===== config.mk =====
export PLATFORM = sky130hd
export DESIGN_NAME = pf_dest_split
export DESIGN_NICKNAME = d
export VERILOG_FILES = /design/src/rtl/pf_dest_split.sv
export SDC_FILE = /design/constraint.sdc
export NUM_CORES = 1
export LEC_CHECK = 0
export BUFFER_PORTS_ARGS = -buffer_cell sky130_fd_sc_hd__buf_2
export CAP_MARGIN = 25
export CORE_ASPECT_RATIO = 0.6
export CORE_MARGIN = 2
export CORE_UTILIZATION = 58
export CTS_CLUSTER_SIZE = 25
export DETAILED_ROUTE_END_ITERATION = 8
export PLACE_DENSITY = 0.82
export RECOVER_POWER = 100
export SLEW_MARGIN = 20
export SYNTH_ARGS = -nofsm -noshare
export SYNTH_HDL_FRONTEND = slang
export SYNTH_SLANG_ARGS = --single-unit

===== constraint.sdc =====
create_clock -name clk -period 17.1 [get_ports clk]
set_input_delay 0.855 -clock clk [delete_from_list [all_inputs] [get_ports clk]]
set_output_delay 0.855 -clock clk [all_outputs]
set_load 0.05 [all_outputs]

===== src/rtl/pf_dest_split.sv =====
module pf_dest_split #(
  parameter int AW = 32,
  parameter int SW = 24
) (
  input  logic          clk,
  input  logic          rst_n,
  input  logic [SW-1:0] cfg_l2_bytes,
  input  logic          cfg_l3_present,
  input  logic [SW-1:0] run_bytes,
  input  logic          first_task,
  input  logic          task_start,
  input  logic          req_valid,
  input  logic [AW-1:0] req_addr,
  input  logic [SW-1:0] req_len,
  output logic          a_valid,
  output logic          a_lvl,
  output logic [AW-1:0] a_addr,
  output logic [SW-1:0] a_len,
  output logic          b_valid,
  output logic          b_lvl,
  output logic [AW-1:0] b_addr,
  output logic [SW-1:0] b_len
);
  localparam int DW = SW + 2;

  logic [SW-1:0] sent_q;
  logic [SW-1:0] sent_eff, run_eff, room, l2_part, l3_part;
  logic [DW-1:0] diff;
  logic          has_l2, has_l3;

  assign sent_eff = task_start ? '0 : sent_q;
  assign run_eff  = first_task ? '0 : run_bytes;
  assign diff     = {2'b00, cfg_l2_bytes} - {2'b00, run_eff} - {2'b00, sent_eff};
  assign room     = diff[DW-1] ? '0 : diff[SW-1:0];
  assign l2_part  = (req_len < room) ? req_len : room;
  assign l3_part  = req_len - l2_part;
  assign has_l2   = l2_part != '0;
  assign has_l3   = (l3_part != '0) && cfg_l3_present;

  always_ff @(posedge clk) begin
    if (!rst_n) begin
      sent_q  <= '0;
      a_valid <= 1'b0;
      a_lvl   <= 1'b0;
      a_addr  <= '0;
      a_len   <= '0;
      b_valid <= 1'b0;
      b_lvl   <= 1'b0;
      b_addr  <= '0;
      b_len   <= '0;
    end else begin
      sent_q  <= (req_valid ? sent_eff + l2_part : sent_eff);
      a_valid <= req_valid && (has_l2 || has_l3);
      a_lvl   <= !has_l2;
      a_addr  <= req_addr;
      a_len   <= has_l2 ? l2_part : l3_part;
      b_valid <= req_valid && has_l2 && has_l3;
      b_lvl   <= 1'b1;
      b_addr  <= req_addr + AW'(l2_part);
      b_len   <= l3_part;
    end
  end
endmodule


==> results.json <==
{
  "status": "complete, but fails checks",
  "violations": "capacitance limit, slew limit",
  "critPathKind": "input port to flip-flop",
  "antennaDiodeCount": 0,
  "grt_usage_pct": 35.37,
  "clk_pin_slew_ps": 60,
  "setup_viol": 0,
  "finalSetupTns_ps": 0,
  "synth_top_area_share_pct": 22.67,
  "dieWidth_um": 192.5,
  "clk_latency_ps": 450,
  "slew_violations": 169,
  "clockBufferDepth": 2,
  "postCtsHoldBufs": 0,
  "vias": 12980,
  "synth_top_family_by_area": "compound AO/OA/AOI/OAI gates",
  "async_reset_ff_share_pct": 0,
  "io_buffer_count": 225,
  "synth_cell_type_count": 103,
  "synth_edf_count": 0,
  "drt-pass1-iter-count": 7,
  "yosys_most_used_dff": "dfxtp_1",
  "syn_avg_cell_area_um2": 7.682,
  "worst_setup_path_start_kind": "input port",
  "gp_congestion": 1.012,
  "dpl.cell_count": 2061,
  "cts.repair.resized": 0,
  "wirelength_mm": 40.78,
  "drv_cap": 3,
  "synth_fa_ha_area_share_pct": 13.31,
  "wl_per_cell_um": 19.48,
  "synth_xor_area_share_pct": 7.592,
  "wl_met1_mm": 18.50,
  "grt_pass1_vias": 11620,
  "final_nets": 2029,
  "synth.ff_latch_count": 140,
  "synth-simple-area-share_pct": 24.83,
  "syn_nets": 1836,
  "drt_drc_violations_left": 0,
  "power_leakage_uw": 0.006097,
  "clockRootBuffer": "clkbuf_16",
  "core_area_um2": 20980,
  "skew_ps": 14.52,
  "slew-limit-headroom_pct": -110.1,
  "total_power_uw": 2659,
  "drtIter0Drc": 1338,
  "synth.area.mux_share_pct": 1.306,
  "period_needed_ps": 15310,
  "clock_sinks": 140,
  "hold_class": "flip-flop to flip-flop",
  "dieHeight_um": 117.1,
  "synth_area_leaders": "dfxtp_1 (23%), ha_1 (11%), nor2_1 (5.6%)",
  "cts_tree": "built",
  "stdcell_count": 2094,
  "layout_common_cells": "nor2_1 (185), dfxtp_1 (140), a21oi_1 (129), clkbuf_1 (120), ha_1 (112)",
  "htreeDepth": 4,
  "syn2layout_area_growth_pct": 13.41,
  "rsz0062_at_grt": "no",
  "finalHoldViolCount": 0,
  "cts_buffers": 17,
  "synthCells": 1609,
  "yosysTopAreaCell": "dfxtp_1",
  "ys_warn_count": 0,
  "cp.arrival_ps": 15620,
  "cp-end-kind": "flip-flop",
  "drive_gt1_share_pct": 10.30,
  "worst_hold_slack_ps": 568.7,
  "crit_buf_inv": 4,
  "wl_met3_mm": 4.697,
  "final_common_cell": "nor2_1",
  "die-area_um2": 22530,
  "period_share_pct": 89.54,
  "placed_cell_area_um2": 13640,
  "dp_hpwl_mm": 31.81,
  "gr-total-overflow": 0,
  "slowest_stage": "o31ai_1",
  "crit_path_max_incr_delay_ps": 1240,
  "antenna_found_initial": 0,
  "critPathRequiredTime_ps": 17400,
  "power_density_nw_per_um2": 189.7,
  "final_antenna_net_count": 0,
  "grt_pass1_wl_mm": 62.00,
  "synth_compound_gate_area_share_pct": 25.49,
  "syn_area_um2": 12360,
  "fmax_ghz": 0.06531,
  "finish.instance_area_um2": 14020,
  "grt_start_max_net_pins": 63,
  "worst_ir_drop_vdd_mv": 0.1308,
  "start_util_pct": 58.91,
  "cts_setup_buffers": 0,
  "io-pin-count": 226,
  "tightest_slew_ps": 3152,
  "cp_top_family": "compound AO/OA/AOI/OAI gates",
  "wl_met2_mm": 16.52,
  "worstPathMaxFanout": 43,
  "dr.max_layer_used": "met4",
  "yosysSeqAreaShare_pct": 22.67,
  "std_cell_rows": 41,
  "viasPerCell": 6.199
}
==> cell usage after synthesis, types with 16 or more instances <==
cell type / n
o21a_1: 24
and3_1: 16
dfxtp_1: 140
a21oi_1: 128
o211ai_1: 16
nor2_1: 185
xor2_1: 22
ha_1: 112
nor3_1: 39
clkbuf_1: 46
and2_1: 69
nand4_1: 18
a21o_1: 31
nand2_1: 110
nand3_1: 32
a211oi_1: 20
inv_1: 85
o21ai_0: 65
xnor2_1: 78
nand2b_1: 61
==> worst reg2reg max path: cells and delay by family (launching register included) <==
| family | cells | cell delay (ps) |
|---|---|---|
| adder cells (fa/ha/maj) | 5 | 1510 |
| multiplexers | 1 | 300 |
| buffers and inverters | 3 | 520 |
| AND/OR/NAND/NOR | 11 | 2990 |
| XOR/XNOR | 1 | 200 |
| flip-flops | 1 | 310 |
| AO/OA/AOI/OAI | 21 | 6970 |
==> layer usage <==
| metal | vias up | global-route usage, % |
|---|---|---|
| met5 | - | 0 |
| met4 | 0 | 11.09 |
| met3 | 107 | 10.17 |
| met2 | 734 | 51.39 |
| met1 | 5971 | 50.32 |
| li1 | 6169 | - |
==> area by class of cell <==
type                    count  area (um2)
multi-input cells        1320        8904
fillers                  1911        6963
flip-flops and latches    140        2803
repair buffers            236        1057
clock buffers              21       470.5
well taps                 279       349.1
inverters                  87       326.6
clock inverters            11       108.9
==> worst paths after layout <==
path	to	slack (ps)	from	cells after the start
min reg2reg	sent_q[20]$_SDFF_PN0_	570	sent_q[20]$_SDFF_PN0_	2
min	sent_q[20]$_SDFF_PN0_	570	sent_q[20]$_SDFF_PN0_	2
max	a_valid$_SDFF_PN0_	1790	first_task	51
max reg2reg	a_valid$_SDFF_PN0_	4170	sent_q[0]$_SDFF_PN0_	42
==> logic make-up (layout without fill, tap and decap cells) <==
family / Yosys count / count (layout)
and+or+nand+nor: 612 / 612
AOI/OAI and AO/OA: 459 / 459
buffers and inverters: 149 / 355
DFF: 140 / 140
adders and majority gates: 131 / 131
xor gates and xnor gates: 103 / 103
muxes: 15 / 15
==> flip-flops by register name, summed over array words and instances, names as in the netlist <==
name	cells
b_lvl	1
a_len	24
b_len	24
a_lvl	1
b_addr	32
a_addr	32
sent_q	24
b_valid	1
a_valid	1
==> through the flow <==
step	util (%)	worst slack [ps]
floorplan	-	4891
global placement	65.03	3131
detailed placement	65.03	2587
CTS	67.79	3003
global route	66.81	808.4
finish	66.81	1789
==> power by group <==
part | internal (uW) | switching, uW | total, uW
logic | 597 | 1250 | 1850
registers | 413 | 25.5 | 439
clock network | 213 | 159 | 373
No activity file was read; power rests on OpenSTA's default activity.
